## src/rtl/sdclk_pkg.sv

```systemverilog
package sdclk_pkg;
    typedef enum logic {
        ST_LOW  = 1'b0,
        ST_HIGH = 1'b1
    } phase_t;
endpackage

```

## src/rtl/sdclk_timing_reg.sv

```systemverilog
module sdclk_timing_reg #(
    parameter int REG_W      = 32,
    parameter int DIV_W      = 8,
    parameter int RATE_W     = 8,
    parameter int RESET_DIV  = 2,
    parameter int RESET_RATE = 0
) (
    input  logic                 clk,
    input  logic                 rst_n,
    input  logic                 wr_en,
    input  logic [REG_W/8-1:0]   be,
    input  logic [REG_W-1:0]     wdata,
    output logic [REG_W-1:0]     rdata,
    output logic [DIV_W-1:0]     cfg_div,
    output logic [RATE_W-1:0]    cfg_rate
);
    localparam int NBYTES   = REG_W / 8;
    localparam int RATE_LSB = 0;
    localparam int DIV_LSB  = RATE_LSB + RATE_W;
    localparam logic [REG_W-1:0] RST_VAL =
        (REG_W'(RESET_DIV) << DIV_LSB) | REG_W'(RESET_RATE);

    logic [REG_W-1:0] q, merged, next_q;
    logic [DIV_W-2:0] div_hi;

    // byte-lane merge
    for (genvar b = 0; b < NBYTES; b++) begin : g_lane
        assign merged[8*b +: 8] = be[b] ? wdata[8*b +: 8] : q[8*b +: 8];
    end

    // even-only divide, zero treated as 2
    always_comb begin
        div_hi = merged[DIV_LSB+1 +: DIV_W-1];
        next_q = merged;
        if (div_hi == '0)
            next_q[DIV_LSB +: DIV_W] = DIV_W'(2);
        else
            next_q[DIV_LSB +: DIV_W] = {div_hi, 1'b0};
    end

    always_ff @(posedge clk or negedge rst_n) begin
        if (!rst_n)
            q <= RST_VAL;
        else if (wr_en)
            q <= next_q;
    end

    assign rdata    = q;
    assign cfg_div  = q[DIV_LSB +: DIV_W];
    assign cfg_rate = q[RATE_LSB +: RATE_W];

    p_div_even_r6: assert property (@(posedge clk) disable iff (!rst_n)
        (cfg_div[0] == 1'b0) && (cfg_div != '0));

    p_top_lane_kept_r5: assert property (@(posedge clk) disable iff (!rst_n)
        (wr_en && !be[NBYTES-1]) |=> $stable(rdata[REG_W-1 -: 8]));
endmodule

```

## src/rtl/sdclk_rate_stage.sv

```systemverilog
module sdclk_rate_stage #(
    parameter int RATE_W = 8
) (
    input  logic              clk,
    input  logic              rst_n,
    input  logic [RATE_W-1:0] act_rate,
    output logic              en
);
    logic [RATE_W-1:0] cnt_q;

    assign en = (cnt_q == act_rate);

    always_ff @(posedge clk or negedge rst_n) begin
        if (!rst_n)
            cnt_q <= '0;
        else if (en)
            cnt_q <= '0;
        else
            cnt_q <= cnt_q + RATE_W'(1);
    end

    p_rate_bound_r1: assert property (@(posedge clk) disable iff (!rst_n)
        cnt_q <= act_rate);
endmodule

```

## src/rtl/sdclk_phase_fsm.sv

```systemverilog
module sdclk_phase_fsm
    import sdclk_pkg::*;
#(
    parameter int DIV_W      = 8,
    parameter int RATE_W     = 8,
    parameter int RESET_DIV  = 2,
    parameter int RESET_RATE = 0
) (
    input  logic              clk,
    input  logic              rst_n,
    input  logic              en,
    input  logic [DIV_W-1:0]  cfg_div,
    input  logic [RATE_W-1:0] cfg_rate,
    output logic [RATE_W-1:0] act_rate,
    output logic              card_clk,
    output logic              card_tick
);
    localparam int HALF_W = DIV_W - 1;

    phase_t            state_q, state_d;
    logic [HALF_W-1:0] half_q, act_half_q;
    logic [RATE_W-1:0] act_rate_q;
    logic              wrap, rise, tick_q;

    assign wrap = en && (half_q == act_half_q - HALF_W'(1));
    assign rise = wrap && (state_q == ST_LOW);

    // next-state logic
    always_comb begin
        state_d = state_q;
        unique case (state_q)
            ST_LOW:  if (wrap) state_d = ST_HIGH;
            ST_HIGH: if (wrap) state_d = ST_LOW;
        endcase
    end

    // state register, half-period counter, active settings
    always_ff @(posedge clk or negedge rst_n) begin
        if (!rst_n) begin
            state_q    <= ST_LOW;
            half_q     <= '0;
            act_half_q <= HALF_W'(RESET_DIV / 2);
            act_rate_q <= RATE_W'(RESET_RATE);
        end else begin
            state_q <= state_d;
            if (wrap)
                half_q <= '0;
            else if (en)
                half_q <= half_q + HALF_W'(1);
            if (rise) begin
                act_half_q <= cfg_div[DIV_W-1:1];
                act_rate_q <= cfg_rate;
            end
        end
    end

    // outputs
    always_ff @(posedge clk or negedge rst_n) begin
        if (!rst_n)
            tick_q <= 1'b0;
        else
            tick_q <= rise;
    end

    assign card_clk  = (state_q == ST_HIGH);
    assign card_tick = tick_q;
    assign act_rate  = act_rate_q;

    p_half_bound_r2: assert property (@(posedge clk) disable iff (!rst_n)
        half_q < act_half_q);

    p_load_at_rise_r7: assert property (@(posedge clk) disable iff (!rst_n)
        !rise |=> ($stable(act_half_q) && $stable(act_rate_q)));
endmodule

```

## src/rtl/sdclk_divider.sv

```systemverilog
module sdclk_divider #(
    parameter int REG_W      = 32,
    parameter int DIV_W      = 8,
    parameter int RATE_W     = 8,
    parameter int RESET_DIV  = 2,
    parameter int RESET_RATE = 0
) (
    input  logic               clk,
    input  logic               rst_n,
    input  logic               reg_wr,
    input  logic [REG_W/8-1:0] reg_be,
    input  logic [REG_W-1:0]   reg_wdata,
    output logic [REG_W-1:0]   reg_rdata,
    output logic               card_clk,
    output logic               card_tick
);
    logic [DIV_W-1:0]  cfg_div;
    logic [RATE_W-1:0] cfg_rate, act_rate;
    logic              en;

    sdclk_timing_reg #(
        .REG_W(REG_W), .DIV_W(DIV_W), .RATE_W(RATE_W),
        .RESET_DIV(RESET_DIV), .RESET_RATE(RESET_RATE)
    ) u_reg (
        .clk(clk), .rst_n(rst_n), .wr_en(reg_wr), .be(reg_be),
        .wdata(reg_wdata), .rdata(reg_rdata),
        .cfg_div(cfg_div), .cfg_rate(cfg_rate)
    );

    sdclk_rate_stage #(.RATE_W(RATE_W)) u_rate (
        .clk(clk), .rst_n(rst_n), .act_rate(act_rate), .en(en)
    );

    sdclk_phase_fsm #(
        .DIV_W(DIV_W), .RATE_W(RATE_W),
        .RESET_DIV(RESET_DIV), .RESET_RATE(RESET_RATE)
    ) u_phase (
        .clk(clk), .rst_n(rst_n), .en(en),
        .cfg_div(cfg_div), .cfg_rate(cfg_rate), .act_rate(act_rate),
        .card_clk(card_clk), .card_tick(card_tick)
    );

    p_tick_on_rise_r8: assert property (@(posedge clk) disable iff (!rst_n)
        card_tick |-> (card_clk && !$past(card_clk)));

    p_rise_has_tick_r8: assert property (@(posedge clk) disable iff (!rst_n)
        $rose(card_clk) |-> card_tick);
endmodule

```

## config.mk

```make
export PLATFORM = sky130hd
export DESIGN_NAME = sdclk_divider
export DESIGN_NICKNAME = d
export VERILOG_FILES = /design/src/rtl/sdclk_pkg.sv /design/src/rtl/sdclk_timing_reg.sv /design/src/rtl/sdclk_rate_stage.sv /design/src/rtl/sdclk_phase_fsm.sv /design/src/rtl/sdclk_divider.sv
export SDC_FILE = /design/constraint.sdc
export NUM_CORES = 1
export LEC_CHECK = 0
export CORE_MARGIN = 4
export CORE_UTILIZATION = 52
export CTS_BUF_LIST = sky130_fd_sc_hd__clkbuf_4 sky130_fd_sc_hd__clkbuf_8
export DETAILED_ROUTE_END_ITERATION = 10
export DONT_BUFFER_PORTS = 1
export MAX_ROUTING_LAYER = met4
export PLACE_DENSITY_LB_ADDON = 0.25
export SYNTH_ARGS = -nofsm -noshare
export SYNTH_HDL_FRONTEND = slang
export SYNTH_SLANG_ARGS = --single-unit
```

## constraint.sdc

```tcl
create_clock -name clk -period 4.25 [get_ports clk]
set_clock_uncertainty 0.15 [all_clocks]
set_input_delay 0.2125 -clock clk [delete_from_list [all_inputs] [get_ports clk]]
set_output_delay 0.2125 -clock clk [all_outputs]
set_load 0.02 [all_outputs]
```

# --- Word level (Yosys, flattened, before mapping) ---
# Cells that the tools add are included.
word_totals:
  register_bits: 64
  output_inout_bits: 34
classes:
  n_addsub: 3
  n_eq_ne: 2
  n_mux: 8
  n_bitwise: 1
  reduce_logical: 7
ops:
  columns: ["operator", "n"]
  rows:
  - ["8-bit two-way mux", 3]
  - ["7-bit two-way mux", 2]
  - ["8-bit by 1-bit adder with 8-bit output, second input constant", 1]
  - ["8-bit equality test", 1]
  - ["7-bit by 1-bit adder with 7-bit output, second input constant", 1]
  - ["7-bit equality test", 1]
  - ["7-bit zero test", 1]
  - ["7-bit by 1-bit subtractor with 7-bit output, second input constant", 1]
  - ["2-bit AND reduction", 3]
  - ["1-bit logical AND", 2]
  - ["1-bit two-way mux", 2]
  - ["1-bit case mux with 2 select lines", 1]
  - ["2-bit nonzero test", 1]
  - ["1-bit inverter", 1]

# --- Longest topological paths before layout ---
# Gate-level depths: netlist of the first run.
depth:
  ltp_word: 5
  ltp_mapped: 12
  depth_no_buf: 10

# --- By module ---
# A second synthesis of the first run with hierarchy kept.
unflattened:
  cells_unflattened: 243
  hier_area_um2: 3036.7
by_module_without_submodules:
  columns: ["module", "instances", "cells_per_inst", "area_per_inst_um2"]
  rows:
  - ["sdclk_timing_reg", 1, 91, 1326.3]
  - ["sdclk_phase_fsm", 1, 108, 1221.2]
  - ["sdclk_rate_stage", 1, 44, 489.2]

# --- Worst setup path before layout of the first run ---
# Ideal clock, no wire load.
synth_timing:
  path_kind: "reg-to-reg"
  startpoint: "register u_phase.act_half_q[0]"
  endpoint: "register u_phase.act_half_q[2]"
  setup_time_ns: 0.125
  arrival_time_ns: 3.116
  required_time_ns: 3.975
  slack_ns: 0.859
  stages_incl_launch_ff: 12
  path_buffers: 2
  period_less_slack_ns: 3.391
  cell_sequence: "dfstp_2 > inv_1 > ha_1 > nor4b_1 > xnor2_1 > or4_4 > a211oi_4 > and2_1 > ha_1 > clkbuf_1 > buf_1 > mux2_2"
synth_via:
  elab_chain_cells: 4
synth_lines:
  columns: ["element", "line_no", "source"]
  rows:
  - ["start: declaration", "sdclk_phase_fsm.sv:21", "logic [HALF_W-1:0] half_q, act_half_q;"]
  - ["start signal: assignment", "sdclk_phase_fsm.sv:42", "act_half_q <= HALF_W'(RESET_DIV / 2);"]
  - ["start signal: assignment", "sdclk_phase_fsm.sv:51", "act_half_q <= cfg_div[DIV_W-1:1];"]
  - ["7-bit by 1-bit subtractor with 7-bit output", "sdclk_phase_fsm.sv:25", "assign wrap = en && (half_q == act_half_q - HALF_W'(1));"]
  - ["7-bit equality test", "sdclk_phase_fsm.sv:25", null]
  - ["1-bit logical AND", "sdclk_phase_fsm.sv:25", null]
  - ["1-bit logical AND", "sdclk_phase_fsm.sv:26", "assign rise = wrap && (state_q == ST_LOW);"]
  - ["named net u_phase.rise", "sdclk_phase_fsm.sv:23", "logic wrap, rise, tick_q;"]
# The timed path passes the listed nets, and every way through them passes these cells.
# A chain may end at the register's enable or synchronous reset.

# --- Worst setup path in the final report of the first run ---
layout_timing:
  startpoint: "register u_phase.act_half_q[0]"
  endpoint: "register u_phase.act_half_q[4]"
# The elaborated chain is that of the path after synthesis.

==> impl_results.rst, run 1 <==
.. list-table::
   :header-rows: 1

   * - Metric
     - Value
   * - Result of the run
     - finished clean
   * - Sw Pwr
     - ~360 µW
   * - Htree depth
     - 3
   * - Most instantiated cells after synthesis
     - dfrtp_1 (61), mux2_2 (44), xnor2_1 (14), nand2_1 (10), nor2_1 (10)
   * - Largest net degree at the start of global routing
     - 64
   * - Shortest period the worst path allows
     - 3.45 ns
   * - Max Clk Rate
     - between 200 and 300 MHz
   * - Most frequently used flop master after synthesis
     - dfrtp_1
   * - Dominant cells by area after synthesis
     - dfrtp_1 (55%), mux2_2 (18%), xnor2_1 (4.4%), xor2_1 (2.5%), dfstp_2 (1.9%)
   * - Area of placed instances
     - 0.00287 mm²
   * - Hold Violations, Final
     - 0
   * - CP max FO
     - 15
   * - Pre-CTS setup slack
     - 0.788 ns
   * - Number of optimization iterations in the first detailed-route pass
     - 4
   * - CP Capture Type
     - register
   * - Arrival time of the worst setup path
     - 3.52 ns
   * - Crit path buf inv count
     - 1
   * - Synthesized netlist cell count
     - 218
   * - Die width
     - 81.3 µm
   * - Top delay family on crit path
     - adder cells
   * - Antenna Violating Nets Remaining
     - 0
   * - Count of filler cells inserted in the layout
     - approximately 360
   * - Cells along the critical path
     - inv_1, ha_1, nor4b_1, xnor2_1, or4_4, a211oi_4, and2_1, ha_1, mux2_2
   * - Kind of launch point of the worst setup path
     - register
   * - Initial cell density of the core
     - 0.540
   * - Worst path depth
     - 9
   * - Summed area of non-filler cells in the final layout
     - 0.00345 mm²
   * - DRC errors left
     - 0
   * - Post-detailed-route via-to-cell ratio
     - 5.39
   * - Post-synth cell types
     - 37
   * - Hold slack final
     - 0.0447 ns
   * - Setup repair after global routing missed its margin
     - false
   * - Overflow left after global routing
     - 0
   * - Master cell of the clock root buffer
     - clkbuf_8
   * - Total chip power
     - 1.42 mW
   * - Syn_nets
     - 261
   * - Share of flip-flops with an asynchronous set or reset
     - 1.00
   * - Post CTS Setup Buffer Count
     - 0
   * - Warnings, synthesis
     - 0
   * - Maximum number of buffers from clock root to sink
     - 2
   * - Final core occ
     - 0.666
   * - Cell area after technology mapping
     - 0.00279 mm²
   * - Syn Area/Cell
     - 12.8 µm²
   * - Number of antenna cells inserted
     - 0
   * - Placer Congestion
     - 0.755
   * - Post-route non-filler standard cell count
     - 334
   * - CP endpoint
     - u_phase.act_half_q[4]
   * - Drt initial violations
     - 102
   * - Hold crit path type
     - in2reg
   * - Peak supply drop
     - 337 µV
   * - Hold_buf cts
     - 33
   * - Quantity of I/O buffers inserted on ports
     - 0
   * - Leakage power
     - between 1.5 and 2 nW
   * - Standard cell core area
     - 0.00517 mm²
   * - Minimum setup slack among reg-to-reg paths
     - about 0.8 ns
   * - Worst Setup Path Type
     - reg2reg
   * - Source-to-sink clock delay at the later pin of the worst-skew pair
     - 0.34 ns
   * - Antenna violations before repair
     - 0
   * - Library cell with the highest instance count after synthesis
     - dfrtp_1
   * - Fraction of the yosys area taken by sequential cells
     - 0.565
   * - Clock sink count
     - 63
   * - Top-level port count
     - 73
   * - Maximum Capacitance Violations
     - 0
   * - Worst r2r src
     - u_phase.act_half_q[0]
   * - Measured slew at the worst slew-check pin
     - ~0.67 ns
   * - Count of flip-flops with a built-in enable after synthesis
     - 0
   * - Total routing usage reported by global routing
     - 0.201
   * - Post-CTS Resized
     - 0
   * - Area enclosed by the die boundary
     - 0.00661 mm²
   * - Cell Int Power
     - approximately 1.1 mW
   * - Post-route clock period utilization
     - 0.811
   * - Sw Share
     - 0.255
   * - Placed cell count
     - between 200 and 300
   * - Number of buffers inserted during clock tree synthesis
     - 9
   * - Via Count
     - 1801
   * - Fraction of layout cells with a size suffix above 1
     - 0.261
   * - Number of setup violations in the final report
     - 0
   * - Site Rows
     - 26
   * - Share of the synthesized area in the top cell type
     - 0.547
   * - Global-route wire length before repair
     - 9490 µm
   * - Syn-to-layout area delta
     - 23.4%
   * - Setup TNS
     - 0 ns
   * - Clock tree from TritonCTS
     - built
   * - Worst r2r path cells
     - 9
   * - Via count of the first global-routing pass
     - 1938
   * - Combinational share of power
     - 0.066
   * - Clock group share of total power
     - 0.412
   * - Headroom to the max-slew limit
     - 0.553
   * - Standard cell with the maximum stage delay on the critical path
     - ha_1
   * - HPWL reported at the end of detailed placement
     - 3650 µm
   * - Terminus of the critical flop-to-flop path
     - u_phase.act_half_q[4]
   * - Most common cell on crit path
     - ha_1
   * - Total wire length
     - 5720 µm
   * - Net total in the final layout
     - 302
   * - CTS clk-pin slew, worst paths
     - 0.07 ns
   * - Wire per inst
     - 17.1 µm
   * - Die Y-Extent
     - 81.3 µm
   * - Power density relative to cell area
     - 411 mW/mm²
   * - Data required time of the critical path
     - 4.33 ns
   * - #FFs+latches synth
     - 63
   * - Critical Path Start
     - u_phase.act_half_q[0]
   * - Fin worst setup slack
     - 0.802 ns
   * - Share of power burned in registers
     - 0.522
   * - Final slew viol count
     - 0
   * - Synth area leader
     - dfrtp_1
   * - Delay of the slowest critical-path stage
     - between 0.5 and 0.6 ns
## worst reg2reg max path, delay by kind of cell, from the launching register on
kind	cells	cell delay (ns)
flops	1	0.56
buf+inv	1	0.06
xor+xnor	1	0.14
fa+ha+maj	2	0.83
compound gates	1	0.39
simple gates	3	0.80
mux	1	0.42
## area by class of cell
cell class                 instances  area [µm²]  share of cell area
clock buffer                      11         145              0.0421
clock inverter                     5        81.3              0.0236
inverter                           6        22.5             0.00653
multi-input combinational        144        1170               0.339
sequential                        63        1580               0.458
tap                               70        87.6              0.0254
timing repair buffer              35         363               0.105
## registers in the layout, summed over array words and instances (netlist names)
signal and count:
u_phase.act_half_q 7, u_phase.act_rate 8, u_phase.card_clk 1, u_phase.card_tick 1, u_phase.half_q 7, u_rate.cnt_q 8
u_reg.rdata 31
## power groups by stage
stage	sequential, mW	clock [mW]	combinational, mW
finish	0.741	0.584	0.0933
global route	0.746	0.625	0.102
CTS	0.740	0.594	0.0924
detailed placement	0.751	0	0.0538
global placement	0.750	0	0.0518
floorplan	0.736	0	0.0503
## per-layer routing
metal  GRT usage  wire length, µm  vias to the layer above  share of wire
li1            -                -                      845              -
met1       0.245             2540                      886           0.44
met2       0.289             2610                       64           0.46
met3      0.0976              482                        6          0.084
met4      0.0760               85                        0          0.015
met5           -                0                        -              0
## cells in the final DEF (no fill, tap or decap), types with 6 or more instances in the layout
cell type / synthesis / routed
dlygate4sd3_1: 0 / 32
nor2b_1: 6 / 6
nor2_1: 10 / 10
inv_1: 6 / 6
xnor2_1: 14 / 14
clkbuf_8: 0 / 10
xor2_1: 8 / 8
mux2_2: 44 / 44
nand2_1: 10 / 10
dfrtp_1: 61 / 61
and3_1: 6 / 6
## cells by family after synthesis
family / synth area share
adders and majority gates: 0.0179
AOI/OAI and AO/OA: 0.0538
DFF: 0.565
and+or+nand+nor: 0.0990
other: 0.00134
xor gates and xnor gates: 0.0690
buffers and inverters: 0.0161
muxes: 0.177
## how the worst min path moves through the flow
| stage | cells past startpoint | slack [ns] | endpoint | from |
|---|---|---|---|---|
| 3_3_place_gp | 0 | -0.23 | u_phase.card_clk | rst_n |
| 5_1_grt | 3 | 0.05 | u_reg.rdata[9] | reg_wr |
| 3_5_place_dp | 0 | -0.23 | u_rate.cnt_q[3] | rst_n |
| 4_1_cts | 3 | 0.04 | u_reg.rdata[9] | reg_wr |
| 2_1_floorplan | 0 | -0.23 | u_phase.act_half_q[1] | rst_n |
| 6_report | 4 | 0.04 | u_reg.rdata[9] | reg_wdata[15] |
No activity file was read; power rests on OpenSTA's default activity.
==> run 2: changes to the inputs <==
==> constraint.sdc (replaced) <==
create_clock -name clk -period 3.1 [get_ports clk]
set_clock_uncertainty 0.15 [all_clocks]
set_input_delay 0.155 -clock clk [delete_from_list [all_inputs] [get_ports clk]]
set_output_delay 0.155 -clock clk [all_outputs]
set_load 0.02 [all_outputs]
==> run 2 against run 1 <==
  * Critical path depth up 1
  * Global-route usage is 0.43 points higher
  * Sequential share of layout area is 0.62 points lower
  * Count of clock-buffer cells in the layout fell by 1
  * Total power up 30%
  * Worst setup slack worse by 0.73 ns
==> impl_results.rst, run 2 (synthesis results as in run 1) <==
.. list-table::
   :header-rows: 1

   * - Metric
     - Value
   * - Result of the run
     - finished clean (unchanged)
   * - Area of placed instances
     - 0.00290 mm² (was 0.00287 mm²)
   * - CP Capture Type
     - register (unchanged)
   * - Maximum Capacitance Violations
     - 0 (unchanged)
   * - Hold Violations, Final
     - 0 (unchanged)
   * - Die Y-Extent
     - 81.3 µm (unchanged)
   * - Most common cell after layout, fill and taps aside
     - dfrtp_1 (unchanged)
   * - Count of filler cells inserted in the layout
     - 356 (was 355)
   * - Summed area of non-filler cells in the final layout
     - 0.00349 mm² (was 0.00345 mm²)
   * - Arrival time of the worst setup path
     - 3.10 ns (was 3.52 ns)
   * - Leakage power
     - 1.55 nW (was 1.54 nW)
   * - Commonest cells after routing, fill and taps aside
     - dfrtp_1 (61), mux2_2 (44), dlygate4sd3_1 (33), xnor2_1 (14) (was dfrtp_1 (61), mux2_2 (44), dlygate4sd3_1 (32), xnor2_1 (14))
   * - Net total in the final layout
     - 306 (was 302)
   * - Worst Setup Path Type
     - reg2reg (unchanged)
   * - Maximum number of buffers from clock root to sink
     - 2 (unchanged)
   * - Flip-flop count of the largest register, all copies and words added
     - 31 (unchanged)
   * - HPWL reported at the end of detailed placement
     - 3580 µm (was 3650 µm)
   * - Standard cell core area
     - 0.00517 mm² (unchanged)
   * - Delay of the slowest critical-path stage
     - 0.57 ns (was 0.58 ns)
   * - Total wire length
     - 5880 µm (was 5720 µm)
   * - Number of buffers inserted during clock tree synthesis
     - 9 (unchanged)
   * - Largest net degree at the start of global routing
     - 64 (unchanged)
   * - Fraction of layout cells with a size suffix above 1
     - 0.276 (was 0.261)
   * - Kind of launch point of the worst setup path
     - register (unchanged)
   * - Overflow left after global routing
     - 0 (unchanged)
   * - Number of optimization iterations in the first detailed-route pass
     - 4 (unchanged)
   * - Post CTS Setup Buffer Count
     - 0 (unchanged)
   * - Shortest period the worst path allows
     - 3.03 ns (was 3.45 ns)
   * - Number of antenna cells inserted
     - 0 (unchanged)
   * - Power density relative to cell area
     - 526 mW/mm² (was 411 mW/mm²)
   * - Final slew viol count
     - 0 (unchanged)
   * - Clock sink count
     - 63 (unchanged)
   * - Syn-to-layout area delta
     - 25.1% (was 23.4%)
   * - CTS clk-pin slew, worst paths
     - 0.07 ns (about the same)
   * - Standard cell with the maximum stage delay on the critical path
     - dfstp_2 (was ha_1)
   * - Post-detailed-route via-to-cell ratio
     - 5.41 (was 5.39)
   * - Wire per inst
     - 17.4 µm (was 17.1 µm)
   * - Initial cell density of the core
     - 0.540 (unchanged)
   * - Antenna Violating Nets Remaining
     - 0 (unchanged)
   * - Via Count
     - 1830 (was 1801)
   * - Peak supply drop
     - 396 µV (was 337 µV)
   * - Master cell of the clock root buffer
     - clkbuf_8 (unchanged)
   * - Placer Congestion
     - 0.781 (was 0.755)
   * - Total routing usage reported by global routing
     - 0.206 (was 0.201)
   * - Max Clk Rate
     - 330 MHz (was 290 MHz)
   * - Area enclosed by the die boundary
     - 0.00661 mm² (unchanged)
   * - Antenna violations before repair
     - 0 (unchanged)
   * - DRC errors left
     - 0 (unchanged)
   * - CP max FO
     - 9 (was 15)
   * - Source-to-sink clock delay at the later pin of the worst-skew pair
     - 0.34 ns (about the same)
   * - Quantity of I/O buffers inserted on ports
     - 0 (unchanged)
   * - Htree depth
     - 3 (unchanged)
   * - Cells along the critical path
     - inv_1, ha_1, nor4b_2, xnor2_1, or4_4, a211oi_4, and2_1, ha_4, clkbuf_16, mux2_2 (was inv_1, ha_1, nor4b_1, xnor2_1, or4_4, a211oi_4, and2_1, ha_1, mux2_2)
   * - Data required time of the critical path
     - 3.17 ns (was 4.33 ns)
   * - Global-route wire length before repair
     - 9740 µm (was 9490 µm)
   * - Site Rows
     - 26 (unchanged)
   * - Clock tree from TritonCTS
     - built (unchanged)
   * - Hold crit path type
     - in2reg (unchanged)
   * - Drt initial violations
     - 88 (was 102)
   * - Die width
     - 81.3 µm (unchanged)
   * - Number of setup violations in the final report
     - 0 (unchanged)
   * - Via count of the first global-routing pass
     - 1970 (was 1938)
   * - Hold slack final
     - 0.141 ns (was 0.0447 ns)
   * - Post-route clock period utilization
     - 0.978 (was 0.811)
   * - Top-level port count
     - 73 (unchanged)
run 2: worst max-delay path, delay by kind of cell (launching register included):
| kind | cells | cell delay, ns |
|---|---|---|
| AO/OA/AOI/OAI | 1 | 0.27 |
| flip-flops | 1 | 0.57 |
| adder cells (fa/ha/maj) | 2 | 0.42 |
| buffers and inverters | 2 | 0.22 |
| AND/OR/NAND/NOR | 3 | 0.82 |
| multiplexers | 1 | 0.32 |
| XOR/XNOR | 1 | 0.14 |
run 2: repair_timing:
action | CTS | global route
setup endpoints to repair | 0 | 13
resized for setup | 0 | 3
hold buffers | 34 | 0
endpoints found under the hold margin | 94 | 0
run 2: final timing paths:
kind	start	end	slack, ns	cells past startpoint
max in group asynchronous	rst_n	u_phase.act_half_q[0]	2.28	2
max	u_phase.act_half_q[0]	u_phase.act_half_q[6]	0.07	10
min in group asynchronous	rst_n	u_phase.act_rate[6]	0.22	2
min	reg_be[1]	u_reg.rdata[11]	0.14	2
min reg2reg	u_phase.act_half_q[6]	u_phase.act_half_q[6]	0.38	1
max reg2reg	u_phase.act_half_q[0]	u_phase.act_half_q[6]	0.07	10
run 2: area by class of cell:
cell class	instances	area, µm²	area share
well taps	70	87.6	0.0251
flip-flops and latches	63	1580	0.452
repair buffers	39	425	0.122
clock buffers	10	131	0.0376
clock inverters	6	61.3	0.0175
inverters	6	22.5	0.00644
multi-input cells	144	1190	0.340
run 2: metrics by stage:
stage	instances	power, mW	TNS [ns]	worst slack, ns	util
3_3_place_gp	287	1.10	0	0.169	0.561
4_1_cts	337	1.85	0	0.114	0.667
3_5_place_dp	287	1.10	0	0.137	0.561
6_report	338	1.84	0	0.0687	0.676
5_1_grt	338	1.92	-0.0646	-0.0128	0.676
2_1_floorplan	218	1.08	0	0.00880	-
run 2: per-layer routing:
metal | GRT usage | share of wire | vias to the layer above
met1 | 0.251 | 0.43 | 898
met4 | 0.0760 | 0.016 | 0
met2 | 0.302 | 0.47 | 66
met5 | - | 0 | -
li1 | - | - | 857
met3 | 0.0898 | 0.080 | 9
run 2: where the power goes:
group | switching (mW) | internal (mW)
combinational | 0.0486 | 0.0831
sequential | 0.130 | 0.883
clock | 0.317 | 0.377
